`src/rtl/rg_pkg.sv`:
```
// Shared definitions for the gated rate generator.
// Assumes nothing beyond IEEE 1800-2017 packages.
package rg_pkg;
    // Width of the percentage field (0..127, values above 100 clamp)
    localparam int PCT_W = 7;

    // Gate selection codes
    typedef enum logic [1:0] {
        GATE_SW  = 2'd0,
        GATE_HI  = 2'd1,
        GATE_LO  = 2'd2,
        GATE_BAD = 2'd3
    } gate_mode_e;
endpackage

```
`src/rtl/rg_sync.sv`:
```
// Multi-stage synchronizer for asynchronous single-bit inputs.
// Assumes each input level is held for more than STAGES clock cycles.
module rg_sync #(
    parameter int W      = 1,
    parameter int STAGES = 2
) (
    input  logic         clk,
    input  logic         rst_n,
    input  logic [W-1:0] d,
    output logic [W-1:0] q
);
    logic [W-1:0] stg [STAGES];

    // Shift the asynchronous inputs through the flop chain
    always_ff @(posedge clk) begin
        if (!rst_n) begin
            for (int i = 0; i < STAGES; i++) stg[i] <= '0;
        end else begin
            stg[0] <= d;
            for (int i = 1; i < STAGES; i++) stg[i] <= stg[i-1];
        end
    end

    assign q = stg[STAGES-1];
endmodule

```
`src/rtl/rg_cfg.sv`:
```
// Configuration holding register. Validates a write, computes the active
// tick count from divisor and percentage, and freezes while running.
// Assumes cfg_write is a one-cycle strobe.
module rg_cfg #(
    parameter int CNT_W = 16
) (
    input  logic                     clk,
    input  logic                     rst_n,
    input  logic                     wr,
    input  logic                     running,
    input  logic [CNT_W-1:0]         div_in,
    input  logic [rg_pkg::PCT_W-1:0] pct_in,
    input  logic [1:0]               mode_in,
    input  logic                     ext_in,
    input  logic                     pol_in,
    output logic [CNT_W-1:0]         div_q,
    output logic [CNT_W-1:0]         act_q,
    output rg_pkg::gate_mode_e       mode_q,
    output logic                     ext_q,
    output logic                     pol_q
);
    import rg_pkg::*;

    localparam int PW = CNT_W + PCT_W;

    logic [PW-1:0]    prod;
    logic [PW-1:0]    quo;
    logic [CNT_W-1:0] act_calc;
    logic             accept;

    // Active tick count: floor(div*pct/100), limited to 1..div-1
    always_comb begin
        prod = PW'(div_in) * PW'(pct_in);
        quo  = prod / PW'(100);
        if (quo < PW'(1))
            act_calc = CNT_W'(1);
        else if (quo >= PW'(div_in))
            act_calc = div_in - CNT_W'(1);
        else
            act_calc = quo[CNT_W-1:0];
    end

    // A write is taken only when stopped and legal
    assign accept = wr && !running && (div_in >= CNT_W'(2))
                    && (mode_in != GATE_BAD);

    // Hold the active configuration
    always_ff @(posedge clk) begin
        if (!rst_n) begin
            div_q  <= CNT_W'(2);
            act_q  <= CNT_W'(1);
            mode_q <= GATE_SW;
            ext_q  <= 1'b0;
            pol_q  <= 1'b0;
        end else if (accept) begin
            div_q  <= div_in;
            act_q  <= act_calc;
            mode_q <= gate_mode_e'(mode_in);
            ext_q  <= ext_in;
            pol_q  <= pol_in;
        end
    end


    cfg_hold_chk: assert property (@(posedge clk) disable iff (!rst_n)
        running |=> ($stable(div_q) && $stable(act_q) && $stable(pol_q)));


    act_range_chk: assert property (@(posedge clk) disable iff (!rst_n)
        (act_q >= CNT_W'(1)) && (act_q < div_q));
endmodule

```
`src/rtl/rg_phase.sv`:
```
// Phase counter and output shaper. Counts ticks modulo the divisor while
// live, marks the first act ticks as active and applies polarity.
// Assumes div and act stay constant while live is high.
module rg_phase #(
    parameter int CNT_W = 16
) (
    input  logic             clk,
    input  logic             rst_n,
    input  logic             live,
    input  logic             tick,
    input  logic [CNT_W-1:0] div,
    input  logic [CNT_W-1:0] act,
    input  logic             pol,
    output logic             pulse_out
);
    logic [CNT_W-1:0] cnt;
    logic             active;

    // Advance the phase on each tick, reload to zero when idle
    always_ff @(posedge clk) begin
        if (!rst_n || !live)
            cnt <= '0;
        else if (tick)
            cnt <= (cnt == div - CNT_W'(1)) ? '0 : cnt + CNT_W'(1);
    end

    // Active portion and polarity
    assign active    = live && (cnt < act);
    assign pulse_out = active ^ pol;


    cnt_bound_chk: assert property (@(posedge clk) disable iff (!rst_n)
        cnt < div);


    idle_level_chk: assert property (@(posedge clk) disable iff (!rst_n)
        !live |-> (pulse_out == pol));


    restart_chk: assert property (@(posedge clk) disable iff (!rst_n)
        $rose(live) |-> (pulse_out != pol));
endmodule

```
`src/rtl/gated_rate_gen.sv`:
```
// Gated programmable rate generator: one counter channel in clock-divider
// mode. Holds run state, synchronizes gate and external clock, selects the
// tick source and enables the phase counter.
// Assumes start/stop are one-cycle strobes; async inputs change slowly.
module gated_rate_gen #(
    parameter int CNT_W       = 16,
    parameter int SYNC_STAGES = 2
) (
    input  logic                     clk,
    input  logic                     rst_n,
    input  logic                     cfg_write,
    input  logic [CNT_W-1:0]         cfg_divisor,
    input  logic [rg_pkg::PCT_W-1:0] cfg_percent,
    input  logic [1:0]               cfg_gate_mode,
    input  logic                     cfg_ext_clk,
    input  logic                     cfg_active_low,
    input  logic                     start,
    input  logic                     stop,
    input  logic                     gate_in,
    input  logic                     ext_clk_in,
    output logic                     pulse_out
);
    import rg_pkg::*;

    logic             run;
    logic             gate_s;
    logic             eclk_s;
    logic             eclk_prev;
    logic             tick;
    logic             gate_ok;
    logic             live;
    logic [CNT_W-1:0] div_q;
    logic [CNT_W-1:0] act_q;
    gate_mode_e       mode_q;
    logic             ext_q;
    logic             pol_q;

    rg_cfg #(.CNT_W(CNT_W)) u_cfg (
        .clk     (clk),
        .rst_n   (rst_n),
        .wr      (cfg_write),
        .running (run),
        .div_in  (cfg_divisor),
        .pct_in  (cfg_percent),
        .mode_in (cfg_gate_mode),
        .ext_in  (cfg_ext_clk),
        .pol_in  (cfg_active_low),
        .div_q   (div_q),
        .act_q   (act_q),
        .mode_q  (mode_q),
        .ext_q   (ext_q),
        .pol_q   (pol_q)
    );

    rg_sync #(.W(2), .STAGES(SYNC_STAGES)) u_sync (
        .clk   (clk),
        .rst_n (rst_n),
        .d     ({gate_in, ext_clk_in}),
        .q     ({gate_s, eclk_s})
    );

    // Run state: stop has priority over start
    always_ff @(posedge clk) begin
        if (!rst_n || stop) run <= 1'b0;
        else if (start)     run <= 1'b1;
    end

    // Previous synchronized external clock for edge detection
    always_ff @(posedge clk) begin
        if (!rst_n) eclk_prev <= 1'b0;
        else        eclk_prev <= eclk_s;
    end

    // Tick source selection
    assign tick = ext_q ? (eclk_s && !eclk_prev) : 1'b1;

    // Gate evaluation per mode
    always_comb begin
        case (mode_q)
            GATE_HI: gate_ok = gate_s;
            GATE_LO: gate_ok = !gate_s;
            default: gate_ok = 1'b1;
        endcase
    end

    assign live = run && gate_ok;

    rg_phase #(.CNT_W(CNT_W)) u_phase (
        .clk       (clk),
        .rst_n     (rst_n),
        .live      (live),
        .tick      (tick),
        .div       (div_q),
        .act       (act_q),
        .pol       (pol_q),
        .pulse_out (pulse_out)
    );


    stop_wins_chk: assert property (@(posedge clk) disable iff (!rst_n)
        stop |=> !run);


    gate_code_chk: assert property (@(posedge clk) disable iff (!rst_n)
        mode_q != GATE_BAD);


    ext_tick_chk: assert property (@(posedge clk) disable iff (!rst_n)
        (ext_q && tick) |=> !tick);
endmodule

```
`config.mk`:
```
export PLATFORM = sky130hd
export DESIGN_NAME = gated_rate_gen
export DESIGN_NICKNAME = d
export VERILOG_FILES = /design/src/rtl/rg_pkg.sv /design/src/rtl/rg_sync.sv /design/src/rtl/rg_cfg.sv /design/src/rtl/rg_phase.sv /design/src/rtl/gated_rate_gen.sv
export SDC_FILE = /design/constraint.sdc
export NUM_CORES = 1
export LEC_CHECK = 0
export ABC_CLOCK_PERIOD_IN_PS = 49700
export BUFFER_PORTS_ARGS = -buffer_cell sky130_fd_sc_hd__buf_4
export CORE_MARGIN = 1
export CORE_UTILIZATION = 65
export CTS_CLUSTER_SIZE = 8
export DETAILED_ROUTE_END_ITERATION = 6
export GPL_TIMING_DRIVEN = 0
export PLACE_DENSITY = 0.83
export SLEW_MARGIN = 5
export SYNTH_ARGS = -nofsm -noshare
export SYNTH_HDL_FRONTEND = slang
export SYNTH_SLANG_ARGS = --single-unit
```
`constraint.sdc`:
```
create_clock -name clk -period 49.7 [get_ports clk]
set_input_delay 9.94 -clock clk [delete_from_list [all_inputs] [get_ports clk]]
set_output_delay 9.94 -clock clk [all_outputs]
set_load 0.01 [all_outputs]
```
## Yosys cells after proc, flatten, opt, wreduce, memory -nomap -nowiden

Memories as Yosys holds them, arrays and structs flattened.
Cells that the tools add are included.

| operators by class | value |
|---|---|
| multiply operators | 1 |
| divide/modulo/power cells | 1 |
| multiplexer cells | 9 |
| $add $sub $neg | 3 |
| bitwise operators | 3 |
| magnitude comparators | 4 |
| equal/unequal tests | 4 |
| reduce and logical (&&, ||, !) cells | 13 |

Operators with widths:

| cell | count |
|---|---|
| $mux 16 | 3 |
| $sub 16x1->16 const B | 2 |
| $div 23x7->23 const B | 1 |
| $ge 23x16->1 | 1 |
| $lt 23x1->1 const B | 1 |
| $mul 16x7->23 | 1 |
| $add 16x1->16 const B | 1 |
| $eq 16x16->1 | 1 |
| $ge 16x2->1 const B | 1 |
| $lt 16x16->1 | 1 |
| $logic_and 1x1->1 | 6 |
| $logic_not 1->1 | 5 |
| $mux 2 | 2 |
| $mux 1 | 3 |
| $eq 2x1->1 const B | 1 |
| $eq 2x2->1 const B | 1 |
| $logic_or 1x1->1 | 2 |
| $ne 2x2->1 const B | 1 |
| $or 1x1->1 | 2 |
| $pmux 1 s2 | 1 |
| $xor 1x1->1 | 1 |

| storage, ports and cells | value |
|---|---|
| register bits after elaboration | 54 |
| input port bits | 34 |
| word-level logic and storage cells | 47 |
| RAM bits | 4 |
| output and inout bits | 1 |
| memories kept | 1 |

Memory list:

| name | depth | width | rd ports | clocked after Yosys merged registers in | wr ports | line | text |
|---|---|---|---|---|---|---|---|
| u_sync.stg | 2 | 2 | 2 | 0 | 2 | rg_sync.sv:12 | `logic [W-1:0] stg [STAGES];` |

## Longest topological paths before layout

| logic depth | value |
|---|---|
| word-level depth | 5 |
| depth in mapped cells | 77 |
| depth with buffers taken out | 67 |

## Cells and area by module

Synthesis repeated with hierarchy kept, for this count alone.

| second synthesis, totals | value |
|---|---|
| cell total of the unflattened synthesis | 1477 |
| area, all modules | 11375.9 um^2 |

By module, submodules not included:

| module | cells an instance | area each (um^2) | times used | seq. area each (um^2) |
|---|---|---|---|---|
| rg_cfg | 1252 | 9545.4 | 1 | 720.7 |
| rg_phase | 202 | 1592.8 | 1 | 320.3 |
| rg_sync | 10 | 120.1 | 1 | 80.1 |
| gated_rate_gen | 13 | 117.6 | 1 | 40.0 |

## Worst setup path before layout

No wires, ideal clock.

| timing | value |
|---|---|
| kind | in2reg |
| from | input port cfg_divisor[0] |
| to | register u_cfg.act_q[0] |
| required time | 49.562 ns |
| slack | 24.397 ns |
| buffers on the path | 5 |
| cell stages on the path | 68 |
| library setup time | 0.138 ns |
| arrival time | 25.165 ns |
| cell sequence | clkbuf_1 > nand2_1 > fa_1 > fa_1 > inv_1 > fa_1 > inv_1 > fa_1 > inv_1 > ha_1 > a21oi_1 > o211ai_2 > a211oi_4 > o21bai_2 > xor2_1 > buf_2 > nand3_1 > o32ai_1 > [32 not listed] > nor2b_1 > o21ai_0 > nand2b_1 > a21oi_1 > nor2b_1 > o21ai_0 > nand2b_1 > a21oi_1 > o21ai_0 > a21oi_1 > nor2b_1 > o21ai_0 > nand2b_1 > a2111oi_0 > buf_4 > inv_1 > a2111oi_0 > o22ai_1 |

| on the way | value |
|---|---|
| word-level cells in the longest chain between the ends | 5 |
| elaborated cells between the ends (all ways) | 10 |
| those cells by class | add/sub: 1; mul: 1; div: 1; order compare: 3; mux: 2; reduce/logical: 2 |

Ends and longest elaborated chain:

| element | line | text |
|---|---|---|
| start, declared | gated_rate_gen.sv:12 | `input logic [CNT_W-1:0] cfg_divisor,` |
| $mul 16x7->23 | rg_cfg.sv:33 | `prod = PW'(div_in) * PW'(pct_in);` |
| $div 23x7->23 | rg_cfg.sv:34 | `quo = prod / PW'(100);` |
| $ge 23x16->1 | rg_cfg.sv:37 | `else if (quo >= PW'(div_in))` |
| $mux 16 | rg_cfg.sv:37 |  |
| $mux 16 | rg_cfg.sv:35 | `if (quo < PW'(1))` |
| end signal, assigned | rg_cfg.sv:57 | `act_q <= act_calc;` |
| end, declared | rg_cfg.sv:17 | `output logic [CNT_W-1:0] act_q,` |

Parallel ways exist; a longest one is shown, timed or not.
A chain may end at the register's enable or synchronous reset.

## Worst setup path in the final report

| timing | value |
|---|---|
| from | input port cfg_percent[5] (netlist name) |
| to | register u_cfg.act_q[12] |

| on the way | value |
|---|---|
| word-level cells in the longest chain between the ends | 5 |
| elaborated cells between the ends (all ways) | 6 |
| those cells by class | mul: 1; div: 1; order compare: 2; mux: 2 |

Ends and longest elaborated chain:

| element | line | text |
|---|---|---|
| start, declared | gated_rate_gen.sv:13 | `input logic [rg_pkg::PCT_W-1:0] cfg_percent,` |
| $mul 16x7->23 (*) | rg_cfg.sv:33 |  |
| $div 23x7->23 (*) | rg_cfg.sv:34 |  |
| $ge 23x16->1 | rg_cfg.sv:37 |  |
| $mux 16 | rg_cfg.sv:37 |  |
| $mux 16 (*) | rg_cfg.sv:35 |  |

Mark *: on every way between the ends. The rest lies on a longest branch, timed or not.

==> out/metrics.yaml <==
post-place-cells: 1720
clockRootBuffer: "clkbuf_16"
cp_max_fo: 10
drc: 0
slew_violations: 0
syn_inst: 1466
max_stage_delay_ns: 1.16
r2r_cells: 15
die_height_um: 135.2
synthTopCellsByCount: "nand2_1 (150), inv_1 (111), and2_1 (98)"
topRoutingLayerUsed: "met4"
layout-drive-gt1-share_pct: 12.06
crit_arrival_ns: 28.36
required_ns: 49.92
nNetsFinal: 1687
first_iter_violations: 1218
cts_hold_buf: 0
worstSetupEndpointType: "register"
fill_cells: 1376
ys_seq_area_share_pct: 10.07
layout.cells.non_filler: 1734
antenna_found_initial: 0
ant_nets: 0
clk_transition_reported_paths_ns: 0.05
synth_nets: 1647
cts_tree: "built"
clk_latency_ns: 0.33
grt_pass1_wl_um: 52390
synth_top_family_by_area: "compound AO/OA/AOI/OAI gates"
area_growth_pct: 6.866
die_w_um: 135.2
setup_violations: 0
synthSimpleGateAreaFrac_pct: 23.35
relSlewSlack_pct: 7.106
initial_core_util_pct: 66.69
cts.sinks: 58
cpMostUsedCell: "a21oi_1"
period_minus_slack_ns: 28.14
ys_ff_latch: 58
dr_wl_met3_um: 2479
vias: 11450
finalSetupTns_ns: 0
post-route-period-util_pct: 56.61
crit_type: "input port to register"
synth.avg_cell_area_um2: 7.868
synth_compound_gate_area_share_pct: 29.23
synth.top_cell.area_share_pct: 11.98
wl_per_cell_um: 18.42
routedLengthMet1_um: 13920
post_cts_resized: 0
startpoint_type: "input port"
grtUsageTotal_pct: 35.53
num_rows: 48
vias_per_cell: 6.606
rsz0062_at_grt: "false"
synth_area_leaders: "fa_1 (12%), dfxtp_1 (10%), ha_1 (8.5%)"
postCtsSetupBuffers: 0
max_slew.worst_pin.slew_ns: 1.358
syn_area_um2: 11530
async_flop_share_pct: 0
synth.most_common_cell: "nand2_1"
holdWs_ns: 0.4441
status: "complete, no violations"
wl_met2_um: 14840
hold_violations: 0
dieArea_um2: 18280
slowest_stage: "a2111oi_0"
place_congestion: 0.9547
min_path_type: "register to register"
yosys.area.top_type: "fa_1"
max_cap_viol_count: 0
hold_depth: 1
dr.pass1.iters: 6
overflow: 0
fmax_ghz: 0.03554
grt_pass1_vias: 10580
synthMuxAreaShare_pct: 1.638
synthAdderAreaFrac_pct: 20.62
port_buffers: 29
wl_um: 31930
dp_hpwl_um: 25070
synth_xor_area_share_pct: 7.951
h-tree-depth: 3
cts_max_path_buffers: 2
yosys.cell_types.count: 127
grt_start_max_net_pins: 11
ys_warn_count: 0
boundaryPins: 35
core-area_um2: 17300
synth_edf_count: 0
fin_skew_ns: 0.009157
insertedDiodeCount: 0
numCtsBuffers: 9
ys.flop_type: "dfxtp_1"
-- cell usage in the layout, fill, tap and decap left out, types with 38 or more instances in the layout --
| master | n |
|---|---|
| nand2_1 | 150 |
| inv_1 | 111 |
| and2_1 | 98 |
| a21oi_1 | 90 |
| nor2_1 | 90 |
| ha_1 | 78 |
| fa_1 | 69 |
| xnor2_1 | 60 |
| dfxtp_1 | 58 |
| buf_4 | 44 |
| o21ai_0 | 41 |
| nor3_1 | 40 |
| nand3_1 | 38 |
-- critical path: cells and delay by family --
kind,cells,cell delay [ns]
AO/OA/AOI/OAI,34,10.44
adder cells (fa/ha/maj),7,3.08
AND/OR/NAND/NOR,16,2.15
buffers and inverters,8,1.62
multiplexers,2,0.85
XOR/XNOR,1,0.24
-- final cells by class --
class / instances / area, um^2 / area share [%]
Sequential cell: 58 / 1161 / 9.419
Clock buffer: 11 / 252.7 / 2.050
Multi-Input combinational cell: 1221 / 9550 / 77.48
Clock inverter: 3 / 40.04 / 0.3248
Buffer: 69 / 377.9 / 3.065
Tap cell: 225 / 281.5 / 2.284
Timing Repair Buffer: 29 / 217.7 / 1.766
Inverter: 118 / 445.4 / 3.613
-- routing by layer --
| layer | up-vias | global-route usage (%) |
|---|---|---|
| li1 | 5334 | - |
| met5 | - | 0 |
| met3 | 72 | 6.472 |
| met1 | 5500 | 48.48 |
| met4 | 0 | 9.488 |
| met2 | 548 | 57.49 |
-- stage by stage --
stage | utilization [%] | instance area [um^2] | setup WS [ns]
final | 71.27 | 12330 | 21.56
after global routing | 71.27 | 12330 | 20.42
after CTS | 71.27 | 12330 | 21.96
after detailed placement | 69.57 | 12030 | 21.71
after global placement | 69.57 | 12030 | 22.01
after floorplan | - | 11530 | 24.40
-- worst paths after layout --
path	startpoint	end	slack (ns)
hold reg to reg	u_sync.stg[0][1]$_SDFF_PN0_	u_sync.stg[0][3]$_SDFF_PN0_	0.44
setup / recovery	cfg_percent[5]	u_cfg.act_q[12]$_SDFFE_PN0P_	21.56
hold / removal	u_sync.stg[0][1]$_SDFF_PN0_	u_sync.stg[0][3]$_SDFF_PN0_	0.44
setup reg to reg	u_cfg.div_q[0]$_SDFFE_PN0P_	u_phase.cnt[14]$_SDFFE_PP0P_	45.64
-- kinds of logic (layout without fill, tap and decap cells) --
group / Yosys count / count (layout)
AOI/OAI and AO/OA: 428 / 428
and+or+nand+nor: 527 / 527
DFF: 58 / 58
xor gates and xnor gates: 100 / 100
adders and majority gates: 149 / 149
buffers and inverters: 187 / 230
muxes: 17 / 17
-- registers in the layout, summed over array words and instances, names as in the netlist --
| signal | cells |
|---|---|
| eclk_prev | 1 |
| run | 1 |
| u_cfg.act_q | 16 |
| u_cfg.div_q | 16 |
| u_cfg.ext_q | 1 |
| u_cfg.mode_q | 2 |
| u_cfg.pol_q | 1 |
| u_phase.cnt | 16 |
| u_sync.stg | 4 |
Power is not shown: default switching activity piles up to over one toggle a cycle in this logic, so the estimate is an artifact.
